**config.mk**
```make
export PLATFORM = sky130hd
export DESIGN_NAME = pulse_cmd_decoder
export DESIGN_NICKNAME = d
export VERILOG_FILES = /design/src/rtl/pcd_pkg.sv /design/src/rtl/cmd_countdown.sv /design/src/rtl/reply_shifter.sv /design/src/rtl/pulse_cmd_decoder.sv
export SDC_FILE = /design/constraint.sdc
export NUM_CORES = 1
export LEC_CHECK = 0
export ABC_AREA = 1
export BUFFER_PORTS_ARGS = -buffer_cell sky130_fd_sc_hd__clkbuf_2
export CELL_PAD_IN_SITES_DETAIL_PLACEMENT = 0
export CELL_PAD_IN_SITES_GLOBAL_PLACEMENT = 1
export CORE_UTILIZATION = 36
export DETAILED_ROUTE_END_ITERATION = 8
export HOLD_SLACK_MARGIN = 0.06
export PLACE_DENSITY = 0.67
export SETUP_SLACK_MARGIN = 0.15
export SYNTH_ARGS = -nofsm -noshare
export SYNTH_HDL_FRONTEND = slang
export SYNTH_HIERARCHICAL = 1
export SYNTH_SLANG_ARGS = --single-unit
```
**constraint.sdc**
```tcl
create_clock -name clk -period 2.3 [get_ports clk]
set_input_delay 0.115 -clock clk [delete_from_list [all_inputs] [get_ports clk]]
set_output_delay 0.115 -clock clk [all_outputs]
set_load 0.02 [all_outputs]
```
**src/rtl/pcd_pkg.sv**
```systemverilog
package pcd_pkg;
  typedef enum logic [2:0] {
    ST_IDLE, ST_OPND, ST_GPIN, ST_GVAL, ST_SETTLE, ST_WAIT, ST_REPLY
  } pcd_state_e;

  typedef enum logic [1:0] {SEL_EDGE, SEL_OFS, SEL_WID} pcd_sel_e;

  localparam logic [7:0] CH_E  = 8'h45;
  localparam logic [7:0] CH_O  = 8'h4F;
  localparam logic [7:0] CH_W  = 8'h57;
  localparam logic [7:0] CH_A  = 8'h41;
  localparam logic [7:0] CH_B  = 8'h42;
  localparam logic [7:0] CH_D  = 8'h44;
  localparam logic [7:0] CH_G  = 8'h47;
  localparam logic [7:0] CH_R  = 8'h52;
  localparam logic [7:0] CH_S  = 8'h53;
  localparam logic [7:0] CH_T  = 8'h54;
  localparam logic [7:0] CH_NL = 8'h0A;
endpackage

```
**src/rtl/cmd_countdown.sv**
```systemverilog
module cmd_countdown #(
  parameter int W = 8
) (
  input  logic         clk,
  input  logic         rst,
  input  logic         load,
  input  logic [W-1:0] load_val,
  output logic         zero
);
  logic [W-1:0] cnt;

  always_ff @(posedge clk) begin
    if (rst)              cnt <= '0;
    else if (load)        cnt <= load_val;
    else if (cnt != '0)   cnt <= cnt - 1'b1;
  end

  assign zero = (cnt == '0);
endmodule

```
**src/rtl/reply_shifter.sv**
```systemverilog
module reply_shifter #(
  parameter int MAX_BYTES = 13,
  localparam int LEN_W = $clog2(MAX_BYTES + 1)
) (
  input  logic                   clk,
  input  logic                   rst,
  input  logic                   load,
  input  logic [LEN_W-1:0]       load_len,
  input  logic [MAX_BYTES*8-1:0] load_data,
  input  logic                   tx_ready,
  output logic                   tx_valid,
  output logic [7:0]             tx_data,
  output logic                   busy
);
  logic [MAX_BYTES*8-1:0] sh;
  logic [LEN_W-1:0]       left;

  always_ff @(posedge clk) begin
    if (rst) begin
      sh   <= '0;
      left <= '0;
    end else if (load) begin
      sh   <= load_data;
      left <= load_len;
    end else if (left != '0 && tx_ready) begin
      sh   <= sh >> 8;
      left <= left - 1'b1;
    end
  end

  assign tx_valid = (left != '0);
  assign tx_data  = sh[7:0];
  assign busy     = tx_valid;
endmodule

```
**src/rtl/pulse_cmd_decoder.sv**
```systemverilog
module pulse_cmd_decoder
  import pcd_pkg::*;
#(
  parameter int PARAM_W       = 32,
  parameter int IO_W          = 32,
  parameter int SETTLE_CYCLES = 5_750_000,
  parameter int BYTE_TIMEOUT  = 1_250_000,
  parameter int RST_PIN_ID    = 7
) (
  input  logic               clk,
  input  logic               rst,
  input  logic               rx_valid,
  input  logic [7:0]         rx_data,
  output logic               tx_valid,
  output logic [7:0]         tx_data,
  input  logic               tx_ready,
  output logic [PARAM_W-1:0] gen_edges,
  output logic [PARAM_W-1:0] gen_offset,
  output logic [PARAM_W-1:0] gen_width,
  output logic               gen_enable,
  output logic               gen_rearm,
  input  logic               gen_done,
  output logic               target_run,
  input  logic [IO_W-1:0]    io_state
);
  localparam int OPND_BYTES  = PARAM_W / 8;
  localparam int IDX_W       = $clog2(OPND_BYTES);
  localparam int REPLY_BYTES = 3 * OPND_BYTES + 1;
  localparam int RPW         = REPLY_BYTES * 8;
  localparam int LEN_W       = $clog2(REPLY_BYTES + 1);
  localparam int TMR_MAX     = (SETTLE_CYCLES > BYTE_TIMEOUT) ? SETTLE_CYCLES : BYTE_TIMEOUT;
  localparam int TMR_W       = $clog2(TMR_MAX + 1);

  pcd_state_e         state;
  pcd_sel_e           sel;
  logic [IDX_W-1:0]   idx;
  logic [PARAM_W-1:0] opnd_sh, opnd_next;
  logic [7:0]         pin_q;
  logic [PARAM_W-1:0] edges_q, ofs_q, wid_q;
  logic               rp_load, rp_busy;
  logic [LEN_W-1:0]   rp_len;
  logic [RPW-1:0]     rp_data;
  logic               tmr_load, tmr_zero;
  logic [TMR_W-1:0]   tmr_val;
  logic               is_param_cmd;

  function automatic logic [RPW-1:0] pack_chr(input logic [7:0] c);
    logic [RPW-1:0] r;
    r = '0;
    r[7:0]  = c;
    r[15:8] = CH_NL;
    return r;
  endfunction

  function automatic logic [RPW-1:0] pack_val(input logic [PARAM_W-1:0] v);
    logic [RPW-1:0] r;
    r = '0;
    r[PARAM_W-1:0]    = v;
    r[PARAM_W +: 8]   = CH_NL;
    return r;
  endfunction

  assign opnd_next    = {rx_data, opnd_sh[PARAM_W-1:8]};
  assign is_param_cmd = (rx_data == CH_E) || (rx_data == CH_O) || (rx_data == CH_W);

  always_comb begin
    tmr_load = 1'b0;
    tmr_val  = TMR_W'(BYTE_TIMEOUT - 1);
    if (rx_valid) begin
      if (state == ST_IDLE) begin
        tmr_load = is_param_cmd || (rx_data == CH_G) || (rx_data == CH_A);
        if (rx_data == CH_A) tmr_val = TMR_W'(SETTLE_CYCLES - 1);
      end else if (state == ST_OPND || state == ST_GPIN) begin
        tmr_load = 1'b1;
      end
    end
  end

  cmd_countdown #(.W(TMR_W)) u_tmr (
    .clk(clk), .rst(rst), .load(tmr_load), .load_val(tmr_val), .zero(tmr_zero)
  );

  reply_shifter #(.MAX_BYTES(REPLY_BYTES)) u_reply (
    .clk(clk), .rst(rst), .load(rp_load), .load_len(rp_len), .load_data(rp_data),
    .tx_ready(tx_ready), .tx_valid(tx_valid), .tx_data(tx_data), .busy(rp_busy)
  );

  always_ff @(posedge clk) begin
    if (rst) begin
      state      <= ST_IDLE;
      sel        <= SEL_EDGE;
      idx        <= '0;
      opnd_sh    <= '0;
      pin_q      <= '0;
      edges_q    <= PARAM_W'(1);
      ofs_q      <= '0;
      wid_q      <= '0;
      gen_edges  <= '0;
      gen_offset <= '0;
      gen_width  <= '0;
      gen_enable <= 1'b0;
      gen_rearm  <= 1'b0;
      target_run <= 1'b0;
      rp_load    <= 1'b0;
      rp_len     <= '0;
      rp_data    <= '0;
    end else begin
      rp_load   <= 1'b0;
      gen_rearm <= 1'b0;
      case (state)
        ST_IDLE: if (rx_valid) begin
          idx <= '0;
          if (is_param_cmd) begin
            sel   <= (rx_data == CH_E) ? SEL_EDGE : (rx_data == CH_O) ? SEL_OFS : SEL_WID;
            state <= ST_OPND;
          end else if (rx_data == CH_G) begin
            state <= ST_GPIN;
          end else if (rx_data == CH_A) begin
            gen_edges  <= edges_q;
            gen_offset <= ofs_q;
            gen_width  <= wid_q;
            target_run <= 1'b1;
            state      <= ST_SETTLE;
          end else if (rx_data == CH_B) begin
            state <= ST_WAIT;
          end else if (rx_data == CH_R) begin
            rp_data <= '0;
            rp_data[IO_W-1:0]  <= io_state;
            rp_data[IO_W +: 8] <= CH_NL;
            rp_len  <= LEN_W'(IO_W / 8 + 1);
            rp_load <= 1'b1;
            state   <= ST_REPLY;
          end else if (rx_data == CH_S) begin
            rp_data <= {CH_NL, edges_q, wid_q, ofs_q};
            rp_len  <= LEN_W'(REPLY_BYTES);
            rp_load <= 1'b1;
            state   <= ST_REPLY;
          end
        end
        ST_OPND: begin
          if (rx_valid) begin
            opnd_sh <= opnd_next;
            idx     <= idx + 1'b1;
            if (idx == IDX_W'(OPND_BYTES - 1)) begin
              case (sel)
                SEL_EDGE: edges_q <= opnd_next;
                SEL_OFS:  ofs_q   <= opnd_next;
                default:  wid_q   <= opnd_next;
              endcase
              rp_data <= pack_val(opnd_next);
              rp_len  <= LEN_W'(OPND_BYTES + 1);
              rp_load <= 1'b1;
              state   <= ST_REPLY;
            end
          end else if (tmr_zero) begin
            state <= ST_IDLE;
          end
        end
        ST_GPIN: begin
          if (rx_valid) begin
            pin_q <= rx_data;
            state <= ST_GVAL;
          end else if (tmr_zero) begin
            state <= ST_IDLE;
          end
        end
        ST_GVAL: begin
          if (rx_valid) begin
            if (pin_q == 8'(RST_PIN_ID)) target_run <= (rx_data != 8'h00);
            rp_data <= pack_chr(CH_G);
            rp_len  <= LEN_W'(2);
            rp_load <= 1'b1;
            state   <= ST_REPLY;
          end else if (tmr_zero) begin
            state <= ST_IDLE;
          end
        end
        ST_SETTLE: if (tmr_zero) begin
          gen_enable <= 1'b1;
          rp_data    <= pack_chr(CH_A);
          rp_len     <= LEN_W'(2);
          rp_load    <= 1'b1;
          state      <= ST_REPLY;
        end
        ST_WAIT: if (gen_done || (rx_valid && rx_data == CH_D)) begin
          gen_enable <= 1'b0;
          gen_rearm  <= 1'b1;
          rp_data    <= pack_chr(CH_T);
          rp_len     <= LEN_W'(2);
          rp_load    <= 1'b1;
          state      <= ST_REPLY;
        end
        default: if (!rp_load && !rp_busy) state <= ST_IDLE;
      endcase
    end
  end
endmodule

```
* Yosys cells after proc, flatten, opt, wreduce, memory -nomap -nowiden
Index checks and enable logic that the tools add are counted.
Storage, ports and cells: output and inout port bits 108, logic and storage cells 179, input port bits 45, flip-flop bits (word level) 482
Operators by class: bitwise gates (word level) 4, mux-type cells 82, reduce and logical (&&, ||, !) cells 38, add/subtract/negate cells 3, equality and inequality tests 32
Operators with widths (count):
- two-way mux 104 bit | 14
- case mux 104 bit (5 select lines) | 1
- two-way mux 23 bit | 5
- equality test 8 x 7 -> 1 bit (second input constant) | 9
- two-way mux 4 bit | 14
- two-way mux 3 bit | 15
- zero test 23 bit | 1
- two-way mux 1 bit | 23
- nonzero test 23 bit | 1
- subtractor 23 x 1 -> 23 bit (second input constant) | 1
- inequality test 2 bit (second input constant) | 10
- case mux 4 bit (5 select lines) | 1
- case mux 3 bit (6 select lines) | 1
- AND reduction 12 bit | 1
- AND reduction 4 bit | 3
- nonzero test 2 bit | 5
- AND reduction 3 bit | 3
- equality test 8 x 3 -> 1 bit (second input constant) | 1
- two-way mux 2 bit | 4
- nonzero test 8 bit | 1
- inequality test 7 x 2 -> 1 bit (second input constant) | 1
- AND reduction 7 bit | 1
- nonzero test 7 bit | 1
- equality test 3 x 2 -> 1 bit (second input constant) | 2
- 24 further kinds | 40

* Logic depth before layout (Yosys ltp)
depth after elaboration 9, mapped depth 16, depth with buffers taken out 14

* By module
Netlist, hierarchy kept.
By module, submodules not included:
- pulse_cmd_decoder | area an instance 13264.0 um^2, cells an instance 1815, seq. area each 6686.4 um^2, times used 1
- reply_shifter | area an instance 5316.3 um^2, cells an instance 828, seq. area each 2162.1 um^2, times used 1
- cmd_countdown | area an instance 1496.4 um^2, cells an instance 248, seq. area each 460.4 um^2, times used 1

* Worst setup path after synthesis
Ideal clock, no wire load.
kind flip-flop to flip-flop, start register u_tmr.cnt[0], end register rp_data[91], setup time 0.070 ns, required time 2.230 ns, stages on the path, launching flop included 15, arrival time 1.922 ns, buffers on the path 2, path slack 0.307 ns, clock period less this slack 1.993 ns, cell sequence dfxtp_1 -> inv_1 -> ha_1 -> nand2_2 -> nor2_4 -> nand3_2 -> nor2_4 -> inv_1 -> nand2_1 -> nand2_1 -> inv_2 -> buf_4 -> buf_2 -> nand3_1 -> a21oi_1
On the way: word-level cells in the longest chain between the ends 3
RTL lines:
- start, declared | RTL line cmd_countdown.sv:10 | logic [W-1:0] cnt;
- start signal, assigned | RTL line cmd_countdown.sv:14 | else if (load) cnt <= load_val;
- start signal, assigned | RTL line cmd_countdown.sv:15 | else if (cnt != '0) cnt <= cnt - 1'b1;
- zero test 23 bit | RTL line cmd_countdown.sv:18 | assign zero = (cnt == '0);
- via tmr_zero | RTL line pulse_cmd_decoder.sv:43 | logic tmr_load, tmr_zero;
- inequality test 2 bit (no source line)
- AND reduction 12 bit (no source line)
- end signal, assigned by index | RTL line pulse_cmd_decoder.sv:128 | rp_data[IO_W-1:0] <= io_state;
- end signal, assigned | RTL line pulse_cmd_decoder.sv:134 | rp_data <= {CH_NL, edges_q, wid_q, ofs_q};
- end signal, assigned | RTL line pulse_cmd_decoder.sv:150 | rp_data <= pack_val(opnd_next);
- end, declared | RTL line pulse_cmd_decoder.sv:42 | logic [RPW-1:0] rp_data;
The timed path passes the listed nets, and every way through them passes these cells. A chain may end at the register's enable or synchronous reset.

* Worst setup path in the final report
start register state[1], end register rp_data[14]
On the way: word-level cells in the longest chain between the ends 3, elaborated cells on any way between the ends 19, those cells by class 15 x eq/ne; 1 x mux; 3 x reduce/logical
RTL lines:
- start, declared | RTL line pulse_cmd_decoder.sv:34 | pcd_state_e state;
- start signal, assigned | RTL line pulse_cmd_decoder.sv:90 | state <= ST_IDLE;
- start signal, assigned | RTL line pulse_cmd_decoder.sv:115 | state <= ST_OPND;
- start signal, assigned | RTL line pulse_cmd_decoder.sv:117 | state <= ST_GPIN;
- equality test 3 x 1 -> 1 bit (tied with other cells) | RTL line pulse_cmd_decoder.sv:110 | case (state)
- nonzero test 5 bit (no source line) (tied with other cells)
- AND reduction 12 bit (no source line)
Parallel ways exist; a longest one is shown, timed or not.

==> results.json <==
{
  "synth_top_area_share": 0.464,
  "wirelength_met1_um": 33200,
  "synth_common_cells": "nand2_1 (814), dfxtp_1 (465), a21oi_1 (373), nor2_1 (268), o21ai_0 (263)",
  "arrival_ns": 2.58,
  "hold_violations": 0,
  "drive_gt1_frac": 0.129,
  "multiInputGateArea_sq_um": 9240,
  "grt_pass1_vias": 17700,
  "postRouteAntennaNets": 0,
  "required_ns": 2.79,
  "max_slew_margin": 0.534,
  "dr.pass1.iters": 5,
  "die_h_um": 238,
  "end_kind": "flop",
  "cts_tree": "done",
  "track_usage": 0.238,
  "portBuffers": 152,
  "areaGrowthSynthToFinish_pct": 19.8,
  "status": "finished clean",
  "dp_slack_ns": 0.110,
  "gp_congestion": 0.904,
  "min_period_ns": 2.09,
  "wl_per_cell_um": 18.5,
  "grt_pass1_wl_um": 105000,
  "n_fill_cell": 5887,
  "cts.root.buffer_cell": "clkbuf_16",
  "clock_sinks": 465,
  "ys_top_cells_by_area": "dfxtp_1 (46%), nand2_1 (15%), a21oi_1 (9.3%)",
  "met3_length_um": 3560,
  "dieArea_sq_um": 56700,
  "synth.most_common_cell": "nand2_1",
  "ys.warnings.count": 6,
  "final_core_util": 0.437,
  "cts.clk_slew.worst_paths_ns": 0.06,
  "fin_nets": 3058,
  "critPathKind": "flop to flop",
  "cts_buffer_depth": 3,
  "startpoint": "state[1]",
  "fin_skew_ns": 0.0216,
  "synth_seq_cells": 465,
  "pwr_density_cell_nw_per_um2": 1150,
  "seq_area_frac_synth": 0.464,
  "via_per_inst": 5.01,
  "grt_overflow": 0,
  "synth.distinct_cells": 37,
  "setup_ws_ns": 0.212,
  "vias": 19000,
  "wl_um": 70200,
  "min_from": "io_state[20]",
  "ios": 153,
  "fmax_mhz": 479,
  "synth_top_cell_by_area": "dfxtp_1",
  "hold_path.class": "input pin to flop",
  "dieWidth_um": 238,
  "tightest_slew_ns": 0.700,
  "setup_viol": 0,
  "hpwl_um": 46500,
  "dr_wl_met2_um": 31500,
  "finalCritPeriodShare": 0.908,
  "setup.worst_path.start_class": "flop",
  "leakage_nw": 10.2,
  "clkLatencyLatePin_ns": 0.61,
  "synthesis.area_sq_um": 20100,
  "diodes": 0,
  "rr_startpoint": "state[1]",
  "core-area_sq_um": 55100,
  "rsz0062_at_grt": "true",
  "syn_inst": 2891,
  "syn_avg_cell_area_sq_um": 6.94,
  "drc": 0,
  "crit_fanout": 9,
  "num_rows": 86,
  "cts_made_buffers": 52,
  "fin_tns_setup_ns": 0,
  "maxSlewViolCount": 0,
  "peakVddDrop_mv": 0.613,
  "dr.max_layer_used": "met4",
  "cap_viol_max_count": 0,
  "synthArstFlopShare": 0,
  "ctsHtreeMaxLevel": 2,
  "drtIter0Drc": 1534,
  "start_util": 0.364,
  "antenna_found_initial": 0,
  "synth_edf_count": 0,
  "seq_area_sq_um": 9320,
  "grt_max_degree": 117,
  "synth_ff_type": "dfxtp_1"
}
-- stage by stage --
stage               hold WS (ns)  std cells  cell area (sq um)  total power [mW]
floorplan                  0.274       2910              20100              15.3
global placement           0.431       3665              21700              17.6
detailed placement         0.432       3665              21700              17.7
CTS                       0.0636       3781              23700              26.7
global route               0.115       3798              24100              29.2
finish                    0.0987       3798              24100              27.7
-- placed cells by master (no fill, tap or decap), types with 3 or more instances in the layout --
| master | Yosys | layout |
|---|---|---|
| buf_4 | 27 | 61 |
| inv_1 | 145 | 141 |
| nand2_4 | 2 | 3 |
| buf_12 | 0 | 22 |
| a21oi_1 | 373 | 373 |
| clkinvlp_4 | 0 | 6 |
| dlygate4sd3_1 | 0 | 21 |
| o21ai_0 | 263 | 262 |
| bufinv_16 | 0 | 5 |
| o211ai_1 | 3 | 3 |
| nand3_2 | 3 | 5 |
| nand3b_1 | 5 | 5 |
| inv_2 | 13 | 13 |
| inv_6 | 0 | 4 |
| nor2_4 | 4 | 6 |
| dfxtp_2 | 0 | 3 |
| conb_1 | 2 | 21 |
| nor3_1 | 50 | 50 |
| clkbuf_1 | 102 | 8 |
| nand2_2 | 6 | 9 |
| nor2_2 | 4 | 9 |
| buf_6 | 9 | 3 |
| clkinv_2 | 0 | 6 |
| nand2_1 | 814 | 810 |
| clkbuf_8 | 0 | 15 |
| nand3_1 | 206 | 204 |
| clkbuf_16 | 0 | 59 |
| nor2_1 | 268 | 261 |
| clkbuf_2 | 0 | 150 |
| nand4_1 | 13 | 13 |
| dfxtp_1 | 465 | 461 |
| xor2_1 | 11 | 11 |
-- sequential cells by signal, summed over array words and instances, names as in the netlist, 24 cells and up --
signal	count
wid_q	32
gen_width	32
rp_data	97
gen_edges	32
u_reply/sh	104
opnd_sh	24
edges_q	32
gen_offset	32
ofs_q	32
-- critical path, cell delays in order, from the launching register on --
cell and delay, ns:
dfxtp_2 0.43, inv_2 0.11, nand2_1 0.09, nor2_1 0.11, a21oi_2 0.19, nand3_2 0.11
nor2_4 0.25, buf_4 0.19, nand2_8 0.11, buf_16 0.18, nor2_1 0.14, nor2_1 0.06
-- cell families after synthesis --
family | synth area share
flip-flops | 0.464
other | 0.000374
AO/OA/AOI/OAI | 0.163
adder cells (fa/ha/maj) | 0.00187
buffers and inverters | 0.0844
AND/OR/NAND/NOR | 0.282
XOR/XNOR | 0.00480
-- timing repair --
item	in CTS	in global routing
hold buffers	21	0
buffers inserted	0	7
pin swaps	1	5
gates cloned	1	10
endpoints found under the hold margin	80	0
resized for setup	1	34
setup endpoints to repair	40	169
-- per-layer routing --
| metal | global-route usage | vias to the layer above |
|---|---|---|
| met2 | 0.370 | 512 |
| met4 | 0.0814 | 0 |
| met5 | 0 | - |
| li1 | - | 9571 |
| met1 | 0.339 | 8856 |
| met3 | 0.0311 | 88 |
-- power breakdown --
group	internal [mW]	switching [mW]
combinational	3.21	6.39
clock	5.25	3.52
sequential	8.69	0.598
-- worst paths after layout --
kind	slack [ns]	endpoint	depth (start not counted)
worst min register to register	0.46	u_tmr/cnt[0]	1
worst max register to register	0.21	rp_data[14]	11
worst min-delay path	0.1	rp_data[20]	8
worst max-delay path	0.21	rp_data[14]	11
-- layout make-up --
cell class | count | share of cell area
clock buffer | 76 | 0.0650
multi-input combinational | 2064 | 0.384
tap | 748 | 0.0389
clock inverter | 18 | 0.00978
sequential | 465 | 0.387
timing repair buffer | 268 | 0.0895
inverter | 159 | 0.0257
Power figures use the tool's default switching activity.
